==> src/rtl/credit_pkg.sv <==
package credit_pkg;
  localparam int unsigned DEF_CNT_W = 16;
endpackage

==> src/rtl/ready_counter.sv <==
module ready_counter #(
  parameter int unsigned CNT_W = credit_pkg::DEF_CNT_W
) (
  input  logic             clk,
  input  logic             rst,
  input  logic             ready_pulse,
  input  logic             inhibit,
  output logic [CNT_W-1:0] count
);
  logic step_en;
  assign step_en = ready_pulse && !inhibit;

  always_ff @(posedge clk) begin
    if (rst)          count <= '0;
    else if (step_en) count <= count + 1'b1;
  end

  // an accepted READY moves the counter by exactly one
  p_ready_step_r2: assert property (@(posedge clk) disable iff (rst)
    (ready_pulse && !inhibit) |=> count == CNT_W'($past(count) + 1'b1));

  // an inhibited READY leaves the counter alone
  p_hold_when_blocked_r6: assert property (@(posedge clk) disable iff (rst)
    inhibit |=> count == $past(count));
endmodule

==> src/rtl/burst_counter.sv <==
module burst_counter #(
  parameter int unsigned CNT_W = credit_pkg::DEF_CNT_W
) (
  input  logic             clk,
  input  logic             rst,
  input  logic             burst_done,
  output logic [CNT_W-1:0] count,
  output logic [CNT_W-1:0] prev_count
);
  always_ff @(posedge clk) begin
    if (rst) begin
      count      <= '0;
      prev_count <= '1;
    end else if (burst_done) begin
      prev_count <= count;
      count      <= count + 1'b1;
    end
  end

  // the saved value is the count from before the completion
  p_prev_saved_r3: assert property (@(posedge clk) disable iff (rst)
    burst_done |=> prev_count == $past(count));

  // without a completion both registers keep their values
  p_idle_hold_r3: assert property (@(posedge clk) disable iff (rst)
    !burst_done |=> (count == $past(count)) && (prev_count == $past(prev_count)));
endmodule

==> src/rtl/credit_compare.sv <==
module credit_compare #(
  parameter int unsigned CNT_W = credit_pkg::DEF_CNT_W
) (
  input  logic             clk,
  input  logic             rst,
  input  logic [CNT_W-1:0] ready_count,
  input  logic [CNT_W-1:0] burst_count,
  input  logic [CNT_W-1:0] last_burst,
  output logic             credit_avail,
  output logic             flow_on,
  output logic             inhibit
);
  assign credit_avail = (ready_count != burst_count);
  // ready_count == last_burst means ready_count + 1 == burst_count
  assign inhibit      = (ready_count == last_burst);

  always_ff @(posedge clk) begin
    if (rst) flow_on <= 1'b0;
    else     flow_on <= credit_avail;
  end

  // the status register lags the live flag by one cycle
  p_flow_lag_r5: assert property (@(posedge clk) disable iff (rst)
    !$past(rst) |-> flow_on == $past(credit_avail));

  // a blocked counter always means credit is present
  p_blocked_has_credit_r4: assert property (@(posedge clk) disable iff (rst)
    inhibit |-> credit_avail);
endmodule

==> src/rtl/burst_credit_tracker.sv <==
module burst_credit_tracker #(
  parameter int unsigned CNT_W = credit_pkg::DEF_CNT_W
) (
  input  logic             clk,
  input  logic             rst,
  input  logic             ready_pulse,
  input  logic             burst_done,
  output logic             credit_avail,
  output logic             flow_on,
  output logic [CNT_W-1:0] ready_count,
  output logic [CNT_W-1:0] burst_count,
  output logic [CNT_W-1:0] last_burst
);
  localparam logic [CNT_W-1:0] MAX_GAP = '1;

  logic inhibit;

  ready_counter #(.CNT_W(CNT_W)) u_ready (
    .clk         (clk),
    .rst         (rst),
    .ready_pulse (ready_pulse),
    .inhibit     (inhibit),
    .count       (ready_count)
  );

  burst_counter #(.CNT_W(CNT_W)) u_burst (
    .clk        (clk),
    .rst        (rst),
    .burst_done (burst_done),
    .count      (burst_count),
    .prev_count (last_burst)
  );

  credit_compare #(.CNT_W(CNT_W)) u_cmp (
    .clk          (clk),
    .rst          (rst),
    .ready_count  (ready_count),
    .burst_count  (burst_count),
    .last_burst   (last_burst),
    .credit_avail (credit_avail),
    .flow_on      (flow_on),
    .inhibit      (inhibit)
  );

  logic [CNT_W-1:0] gap;
  assign gap = ready_count - burst_count;

  // at full credit a lone READY cannot move the ready counter
  p_no_overflow_r6: assert property (@(posedge clk) disable iff (rst)
    (ready_pulse && !burst_done && gap == MAX_GAP) |=> ready_count == $past(ready_count));

  // the credit difference never wraps to zero through a READY
  p_no_wrap_r6: assert property (@(posedge clk) disable iff (rst)
    (gap == MAX_GAP && !burst_done) |=> credit_avail);

  // simultaneous events below the limit both take effect
  p_both_update_r8: assert property (@(posedge clk) disable iff (rst)
    (ready_pulse && burst_done && gap != MAX_GAP) |=>
      (ready_count == CNT_W'($past(ready_count) + 1'b1)) &&
      (burst_count == CNT_W'($past(burst_count) + 1'b1)));
endmodule

==> config.mk <==
export PLATFORM = sky130hd
export DESIGN_NAME = burst_credit_tracker
export DESIGN_NICKNAME = d
export VERILOG_FILES = /design/src/rtl/credit_pkg.sv /design/src/rtl/ready_counter.sv /design/src/rtl/burst_counter.sv /design/src/rtl/credit_compare.sv /design/src/rtl/burst_credit_tracker.sv
export SDC_FILE = /design/constraint.sdc
export NUM_CORES = 1
export LEC_CHECK = 0
export ABC_AREA = 1
export ABC_CLOCK_PERIOD_IN_PS = 2500
export CORE_MARGIN = 3
export CORE_UTILIZATION = 55
export CTS_BUF_LIST = sky130_fd_sc_hd__clkbuf_4
export DETAILED_ROUTE_END_ITERATION = 10
export DONT_BUFFER_PORTS = 1
export PLACE_DENSITY = 0.7
export SETUP_SLACK_MARGIN = 0.15
export SLEW_MARGIN = 15
export SYNTH_ARGS = -nofsm -noshare
export SYNTH_HDL_FRONTEND = slang
export SYNTH_SLANG_ARGS = --single-unit
==> constraint.sdc <==
create_clock -name clk -period 2.5 [get_ports clk]
set_input_delay 0.375 -clock clk [delete_from_list [all_inputs] [get_ports clk]]
set_output_delay 0.375 -clock clk [all_outputs]
set_load 0.005 [all_outputs]
==> run summary, run 1 <==
outcome = finished, final reports clean
vias per inst = 5.31
Synth Area in Adders = 0.00929
clk root buf = clkbuf_4
TritonCTS buffer count = 5
Compound-Gate Fraction of Synth Area = 0.125
gr usage total = 0.239
final setup fails = 0
Synth Flop Type = dfxtp_1
standard-cell row count = 24
Synth area leaders = dfxtp_1 36%, nand2_1 17%, nor2_1 8.1%, a21oi_1 7.6%, inv_1 7.0%
clock latency on the worst-skew pair = 0.37 ns
Hold Vio Cnt, Final = 0
syn_area_per_cell = 6.31 um2
Net count, final = 422
core area = 4530 um2
Leak Pwr = 0.00121 uW
Fmax = 0.488 GHz
mux cell area share after synthesis = 0
Die H = 76.0 um
Inserted Diodes = 0
Max VDD drop = 0.217 mV
Final GP Congestion = 0.853
DPL Wire Length = 4760 um
FFs w/ async S/R, synth = 0
die area = 5770 um2
Hold EP = u_cmp.flow_on$_SDFF_PP0_
CTS-repair resized insts = 0
H-tree levels = 2
CP Launch Type = flop
IO Count = 54
post-synthesis cell count = 427
number of DRC markers in iteration 0 = 158
FF-to-FF Start = u_burst.count[1]$_SDFFE_PP0P_
initial antenna violation count = 0
CP arrival = 1.67 ns
reg2reg setup slack = 0.78 ns
Pwr Density = 547 nW/um2
Area growth syn-to-layout = 2.83%
largest family of logic cells by synthesized area = simple AND/OR/NAND/NOR gates
Setup Total Neg Slack = 0 ns
DRT antenna net count = 0
DRC viols = 0
most frequent cells in the layout = 120 x nand2_1, 58 x nor2_1, 50 x inv_1
WL per Instance = 13.5 um
fraction of layout cells with a size suffix above 1 = 0.0528
Max FO, Critical Path = 7
relative slew slack = 0.750
final hold slack = 0.0555 ns
first-pass GRT wire length = 11,400 um
Syn Nets = 433
CTS tree = built
Seq/Total Area, Yosys = 0.364
XOR/XNOR Fraction of Synth Area = 0.0228
clk sinks = 49
register bit count reported by yosys = 49
Yosys warnings = 0
worst-margin pin slew = 0.375 ns
synth unique cells = 26
Synth Area in Simple Gates = 0.357
Worst Hold Class = input port to flop
worst clock skew = 0.0118 ns
vias in the first global route = 2,350
r2r worst-path depth = 10
unrepaired setup endpoints after global routing = no
top cell type by total area after synthesis = dfxtp_1
clk buf depth = 2
most common cell after layout, fill and taps aside = nand2_1
Mapped Area = 2690 um2
WHS Path Cells = 1
number of port buffers = 0
min cycle time layout = 2.05 ns
FILL cells = 455
HP Start = rst
hold_buf cts = 0
clock slew at reported path FFs = 0.14 ns
largest net degree at the start of global routing = 37
setup bufs post-CTS = 0
GRT Residual Overflow = 0
top cell type's share of synthesized area = 0.364
Die Wd = 76.0 um
routed vias = 2,561
CP required = 2.12 ns
Max Transition Viols Final = 0
First-pass DRT Iterations = 4
crit path kind = flop to output port
Reg-to-Reg End = u_burst.count[12]$_SDFFE_PP0P_
max cap viols = 0
CP Capture Type = output port
Starting Density = 0.594
crit share post-route = 0.820
Total Wirelength = 6500 um
Post-synth EDFFs = 0
-- worst max-delay path, cell delays in order, from the launching register on --
cell and delay [ns]:
dfxtp_1 0.50, inv_1 0.09, nand2_1 0.06, nand4_1 0.11, nor2_1 0.20, nand4_1 0.10
nor2_1 0.16, inv_1 0.08
-- how the worst max path moves through the flow --
stage                                         startpoint                        endpoint  slack [ns]  cells after the start
after floorplan            u_burst.count[1]$_SDFFE_PP0P_  u_burst.count[12]$_SDFFE_PP0P_        1.03                     10
after global placement     u_burst.count[1]$_SDFFE_PP0P_  u_burst.count[14]$_SDFFE_PP0P_        0.82                     10
after detailed placement   u_burst.count[1]$_SDFFE_PP0P_  u_burst.count[12]$_SDFFE_PP0P_        0.81                     10
after CTS                 u_ready.count[14]$_SDFFE_PP0P_                    credit_avail        0.43                      7
after global routing      u_ready.count[14]$_SDFFE_PP0P_                    credit_avail        0.27                      7
final                     u_ready.count[14]$_SDFFE_PP0P_                    credit_avail        0.45                      7
-- registers in the layout, summed over array words and instances (netlist names) --
name                flops
u_burst.count          16
u_burst.prev_count     16
u_ready.count          16
u_cmp.flow_on           1
-- where the power goes --
part	leakage, uW	switching, uW	internal, uW	total (uW)
clock network	0.0000552	259	310	569
registers	0.000402	35.8	809	845
logic	0.000758	60.1	41.5	102
-- routing by layer --
metal  up-vias  part of all wire  GRT usage
met5         -                 0          0
met4         0             0.010     0.0562
met3         8             0.098     0.0887
met2        76              0.45      0.398
met1      1149              0.44      0.296
li1       1328                 -          -
-- layout make-up --
cell class | instances | area (um2) | share of cell area
Clock buffer | 5 | 37.5 | 0.0136
Clock inverter | 3 | 65.1 | 0.0235
Inverter | 57 | 214 | 0.0772
Multi-Input combinational cell | 302 | 1380 | 0.500
Sequential cell | 49 | 981 | 0.354
Tap cell | 65 | 81.3 | 0.0294
Timing Repair Buffer | 1 | 7.51 | 0.00271
-- cells by family (layout without fill, tap and decap cells) --
group                      after synthesis  after routing
AOI/OAI and AO/OA                       65             65
xor gates and xnor gates                 7              7
adders and majority gates                2              2
buffers and inverters                   76             66
DFF                                     49             49
and+or+nand+nor                        228            228
-- cells in the mapped netlist, types with 2 or more instances --
cell      instances
buf_6             3
nor2_1           58
nor2_2            2
nand2_1         120
nand4_1           7
nor4_1            3
o211ai_1          4
nand3_2           2
buf_4             4
nor3_1           15
inv_2             6
o21ai_0          19
xor2_1            5
inv_1            50
xnor2_1           2
ha_1              2
clkbuf_1          7
dfxtp_1          49
nand3_1          18
a21oi_1          41
buf_2             5
-- per-stage QoR --
stage          worst slack (ns)  cell area (um2)  utilization  instances  power, uW
2_1_floorplan              1.03             2690            -        427        951
3_3_place_gp              0.820             2670        0.588        474        963
3_5_place_dp              0.807             2670        0.588        474        965
4_1_cts                   0.432             2770        0.611        482       1530
5_1_grt                   0.269             2770        0.611        482       1590
6_report                  0.450             2770        0.611        482       1520
(Power assumes the default switching activity.)
==> run 2: changes to the inputs <==
--- a/config.mk
+++ b/config.mk
@@ -6,7 +6,7 @@
 export NUM_CORES = 1
 export LEC_CHECK = 0
 export ABC_AREA = 1
-export ABC_CLOCK_PERIOD_IN_PS = 2500
+export ABC_CLOCK_PERIOD_IN_PS = 2000
 export CORE_MARGIN = 3
 export CORE_UTILIZATION = 55
 export CTS_BUF_LIST = sky130_fd_sc_hd__clkbuf_4
==> constraint.sdc (replaced) <==
create_clock -name clk -period 2 [get_ports clk]
set_input_delay 0.3 -clock clk [delete_from_list [all_inputs] [get_ports clk]]
set_output_delay 0.3 -clock clk [all_outputs]
set_load 0.005 [all_outputs]
==> run summary, run 2 (synthesis gave the netlist of run 1 again) <==
fraction of layout cells with a size suffix above 1 = 0.117 (+0.0643)
clk root buf = clkbuf_4
Leak Pwr = 0.00125 uW (+3.0%)
Fmax = 0.547 GHz
DPL Wire Length = 4890 um (+2.9%)
Inserted Diodes = 0 (unchanged)
placed inst area = 2710 um2 (+1.4%)
core area = 4530 um2 (unchanged)
Hold Vio Cnt, Final = 0 (unchanged)
reg2reg setup slack = 0.26 ns (-0.52 ns)
IO Count = 54 (unchanged)
Area growth syn-to-layout = 5.99%
worst-margin pin slew = 0.451 ns (+0.0764 ns)
initial antenna violation count = 0 (unchanged)
number of port buffers = 0 (unchanged)
CTS tree = built
worst clock skew = 0.0236 ns (+0.0118 ns)
final hold slack = 0.0171 ns (-0.0384 ns)
First-pass DRT Iterations = 4 (unchanged)
clock slew at reported path FFs = 0.16 ns (+0.02 ns)
Setup Total Neg Slack = 0 ns (unchanged)
final setup fails = 0 (unchanged)
Net count, final = 432 (+2.4%)
design area = 2860 um2 (+3.1%)
Starting Density = 0.594 (unchanged)
pre-CTS WS = 0.309 ns (-0.497 ns)
first-pass GRT wire length = 11,600 um (+1.4%)
H-tree levels = 2 (unchanged)
Largest regs = u_burst.count: 16 flops, u_burst.prev_count: 16 flops, u_ready.count: 16 flops
WL per Instance = 14.0 um (+4.1%)
largest net degree at the start of global routing = 35 (-5.4%)
vias in the first global route = 2,392 (+1.8%)
outcome = finished, final reports clean
crit path kind = flop to output port
die area = 5770 um2 (unchanged)
Die Wd = 76.0 um (unchanged)
standard-cell row count = 24 (unchanged)
CP Launch Type = flop
setup bufs post-CTS = 0 (unchanged)
crit share post-route = 0.914
unrepaired setup endpoints after global routing = yes
max cap viols = 0 (unchanged)
gr usage total = 0.244 (+0.00413)
CP required = 1.70 ns (-0.42 ns)
clock latency on the worst-skew pair = 0.38 ns (about the same)
CP arrival = 1.53 ns (-0.14 ns)
most frequent cells in the layout = 120 x nand2_1, 56 x nor2_1, 50 x inv_1
Pwr Density = 582 nW/um2 (+6.5%)
Max Transition Viols Final = 0 (unchanged)
relative slew slack = 0.699 (-0.0509)
Max VDD drop = 0.364 mV (+68%)
CP Capture Type = output port
vias per inst = 5.32 (about the same)
DRT antenna net count = 0 (unchanged)
Final GP Congestion = 0.870 (+2.0%)
Total Wirelength = 6910 um (+6.3%)
clk sinks = 49 (unchanged)
Max FO, Critical Path = 7 (unchanged)
most common cell after layout, fill and taps aside = nand2_1
GRT Residual Overflow = 0 (unchanged)
routed vias = 2,615 (+2.1%)
Die H = 76.0 um (unchanged)
clk buf depth = 2 (unchanged)
min cycle time layout = 1.83 ns
TritonCTS buffer count = 5 (unchanged)
Worst Hold Class = input port to flop
DRC viols = 0 (unchanged)
Final WS setup = 0.172 ns (-0.278 ns)
number of DRC markers in iteration 0 = 218 (+38%)
## run 2: final cells by class
type	instances	area (um2)
flip-flops and latches	49	1020
well taps	65	81.3
clock inverters	3	17.5
repair buffers	11	95.1
clock buffers	5	37.5
fillers	438	1680
multi-input cells	302	1390
inverters	57	214
## run 2: path summary, 6_finish.rpt
path / from / to / depth (start not counted)
min: rst / u_burst.prev_count[3]$_SDFFE_PP1P_ / 2
min reg2reg: u_burst.prev_count[1]$_SDFFE_PP1P_ / u_burst.prev_count[1]$_SDFFE_PP1P_ / 2
max reg2reg: u_ready.count[0]$_SDFFE_PP0P_ / u_ready.count[14]$_SDFFE_PP0P_ / 10
max: u_ready.count[3]$_SDFFE_PP0P_ / credit_avail / 6
## run 2: layer usage
metal,global-route usage,wire length [um],up-vias,part of all wire
li1,-,-,1350,-
met1,0.302,2930,1148,0.42
met2,0.382,3000,106,0.43
met3,0.0863,816,11,0.12
met4,0.107,159,0,0.023
met5,0,0,-,0
## run 2: power breakdown
part	internal (uW)	switching, uW	leakage (uW)
logic	64.0	89.4	0.000807
clock network	133	329	0.0000310
registers	1010	41.2	0.000413
total	1200	459	0.00125
## run 2: per-stage QoR
step / utilization / std cells / power [uW]
after floorplan: - / 427 / 1190
after global placement: 0.597 / 479 / 1210
after detailed placement: 0.597 / 479 / 1210
after CTS: 0.622 / 489 / 1680
after global routing: 0.630 / 492 / 1750
final: 0.630 / 492 / 1660
## run 2: worst max-delay path: stages (launching register included)
cell     delay (ns)
dfxtp_4        0.40
inv_1          0.10
nor2_1         0.06
nor3_2         0.20
nand4_1        0.16
nor2_2         0.15
inv_1          0.07
## run 2: what timing repair did
item | 4_1_cts | 5_1_grt
hold buffers | 2 | 3
endpoints found under the hold margin | 7 | 3
pin swaps | 2 | 1
resized for setup | 23 | 4
gates cloned | 0 | 0
endpoints found under the setup margin | 1 | 16
==> run 3: changes to the inputs <==
--- a/config.mk
+++ b/config.mk
@@ -7,11 +7,12 @@
 export LEC_CHECK = 0
 export ABC_AREA = 1
 export ABC_CLOCK_PERIOD_IN_PS = 2000
-export CORE_MARGIN = 3
+export CORE_MARGIN = 4
 export CORE_UTILIZATION = 55
 export CTS_BUF_LIST = sky130_fd_sc_hd__clkbuf_4
 export DETAILED_ROUTE_END_ITERATION = 10
 export DONT_BUFFER_PORTS = 1
+export HOLD_SLACK_MARGIN = 0.1
 export PLACE_DENSITY = 0.7
 export SETUP_SLACK_MARGIN = 0.15
 export SLEW_MARGIN = 15
==> constraint.sdc (replaced) <==
create_clock -name clk -period 2 [get_ports clk]
set_input_delay 0.5 -clock clk [delete_from_list [all_inputs] [get_ports clk]]
set_output_delay 0.5 -clock clk [all_outputs]
set_load 0.005 [all_outputs]
==> run summary, run 3 (synthesis gave the netlist of run 1 again) <==
critical path's top delay family = simple AND/OR/NAND/NOR gates
DRT antenna net count = 0 (unchanged)
Max VDD drop = 0.290 mV (-20%)
clk buf depth = 2 (unchanged)
max cap viols = 0 (unchanged)
logic gate share of total power = 0.080 (-0.012)
Net count, final = 440 (+1.9%)
number of port buffers = 0 (unchanged)
Area growth syn-to-layout = 11.0%
gr usage total = 0.236 (-0.00810)
min cycle time layout = 1.93 ns (+0.0992 ns)
die area = 6080 um2 (+5.3%)
Pwr Density = 634 nW/um2 (+9.0%)
register share of total power = 0.548 (-0.082)
vias in the first global route = 2,430 (+1.6%)
outcome = finished, final reports clean
standard-cell row count = 25 (+4.2%)
Power, Total = 1900 uW (+14%)
WL per Instance = 13.6 um (-3.3%)
Final GP Congestion = 0.850 (-2.3%)
crit path kind = flop to output port
number of DRC markers in iteration 0 = 189 (-13%)
first-pass GRT wire length = 11,500 um (-0.35%)
final hold slack = 0.177 ns (+0.160 ns)
Hold Vio Cnt, Final = 0 (unchanged)
most common cell after layout, fill and taps aside = nand2_1
H-tree levels = 2 (unchanged)
clk root buf = clkbuf_4
CP Capture Type = output port
fraction of layout cells with a size suffix above 1 = 0.179 (+0.0622)
routed vias = 2,591 (-0.92%)
Setup Total Neg Slack = 0 ns (unchanged)
hold_buf cts = 0 (-2)
IO Count = 54 (unchanged)
Inserted Diodes = 0 (unchanged)
clock latency on the worst-skew pair = 0.37 ns (about the same)
Die Wd = 78.0 um (+2.6%)
internal power = 1450 uW (+21%)
final setup fails = 0 (unchanged)
Die H = 78.0 um (+2.6%)
Clock Power Share = 0.372 (+0.094)
NetSw = 445 uW (-3.1%)
Fmax = 0.519 GHz (-5.1%)
DRC viols = 0 (unchanged)
Core Util, Final = 0.633 (+0.00316)
largest net degree at the start of global routing = 37 (+5.7%)
Critical path buffers and inverters = 1 (-1)
Worst Hold Class = input port to flop
crit share post-route = 0.963 (+0.0496)
Max stage delay cell, worst path = dfxtp_2
GRT Residual Overflow = 0 (unchanged)
Max FO, Critical Path = 6 (-1)
relative slew slack = 0.727 (+0.0281)
worst clock skew = 0.0157 ns (-0.00791 ns)
Leak Pwr = 0.00133 uW (+6.4%)
CP Launch Type = flop
initial antenna violation count = 0 (unchanged)
CTS tree = built
CP required = 1.50 ns (-0.20 ns)
clock slew at reported path FFs = 0.15 ns (about the same)
most frequent cells in the layout = 120 x nand2_1, 55 x nor2_1, 43 x inv_1
DPL Wire Length = 5000 um (+2.1%)
Starting Density = 0.570 (-0.0238)
Largest regs = u_burst.count: 16 flops, u_burst.prev_count: 16 flops, u_ready.count: 16 flops
TritonCTS buffer count = 5 (unchanged)
cells along the critical path = xor2_1, nor2_1, nand4_1, nor2_2, inv_1
Max Transition Viols Final = 0 (unchanged)
vias per inst = 5.16 (-2.9%)
unrepaired setup endpoints after global routing = yes
CP arrival = 1.43 ns (-0.10 ns)
First-pass DRT Iterations = 5 (+1)
worst-margin pin slew = 0.406 ns (-0.0454 ns)
core area = 4720 um2 (+4.2%)
Slowest Stage Delay on Critical Path = 0.39 ns (about the same)
clk sinks = 49 (unchanged)
Total Wirelength = 6820 um (-1.3%)
Sw Ratio = 0.235 (-0.0415)
run 3: worst register-to-register path, stage by stage, from the launching register on:
cell and delay, ns:
dfxtp_2 0.41, buf_4 0.15, inv_2 0.03, nand2_1 0.04, nand2_1 0.05, nor2_1 0.11
nand2_1 0.10, nor2_2 0.13, nand2_4 0.21, a21oi_1 0.21, nor2_1 0.06
run 3: cell type report:
cell class              count  area (um2)
fillers                   462        1730
multi-input cells         302        1400
flip-flops and latches     49        1040
inverters                  57         221
repair buffers             19         143
well taps                  67        83.8
clock inverters             3        65.1
clock buffers               5        37.5
run 3: layer usage:
| metal | part of all wire | vias to the layer above | GRT usage |
|---|---|---|---|
| met4 | 0.012 | 0 | 0.0874 |
| li1 | - | 1358 | - |
| met1 | 0.43 | 1145 | 0.280 |
| met2 | 0.47 | 82 | 0.390 |
| met5 | 0 | - | 0 |
| met3 | 0.090 | 6 | 0.0824 |
run 3: power by group through the flow:
stage	Combinational (uW)	Sequential, uW	Clock (uW)
after floorplan	123	1070	0
final	152	1040	705
after global routing	176	1050	772
after CTS	151	1040	721
after global placement	139	1070	0
after detailed placement	142	1070	0
run 3: path summary, 6_finish.rpt:
| check | to | from | slack [ns] | cells past startpoint |
|---|---|---|---|---|
| min | u_cmp.flow_on$_SDFF_PP0_ | rst | 0.18 | 1 |
| max reg2reg | u_ready.count[8]$_SDFFE_PP0P_ | u_ready.count[1]$_SDFFE_PP0P_ | 0.39 | 10 |
| min reg2reg | u_burst.prev_count[3]$_SDFFE_PP1P_ | u_burst.prev_count[3]$_SDFFE_PP1P_ | 0.53 | 2 |
| max | credit_avail | u_burst.count[13]$_SDFFE_PP0P_ | 0.07 | 5 |
run 3: repair_timing:
action,4_1_cts,5_1_grt
resized for setup,39,12
pin swaps,6,3
setup buffers,4,0
setup endpoints to repair,1,3
run 3: through the flow:
stage                     std cells  setup WS (ns)  cell area, um2
after detailed placement        490          0.307            2780
after CTS                       502         0.0602            2970
after floorplan                 427          0.420            2690
after global routing            502        -0.0487            2990
final                           502         0.0732            2990
after global placement          490          0.334            2780
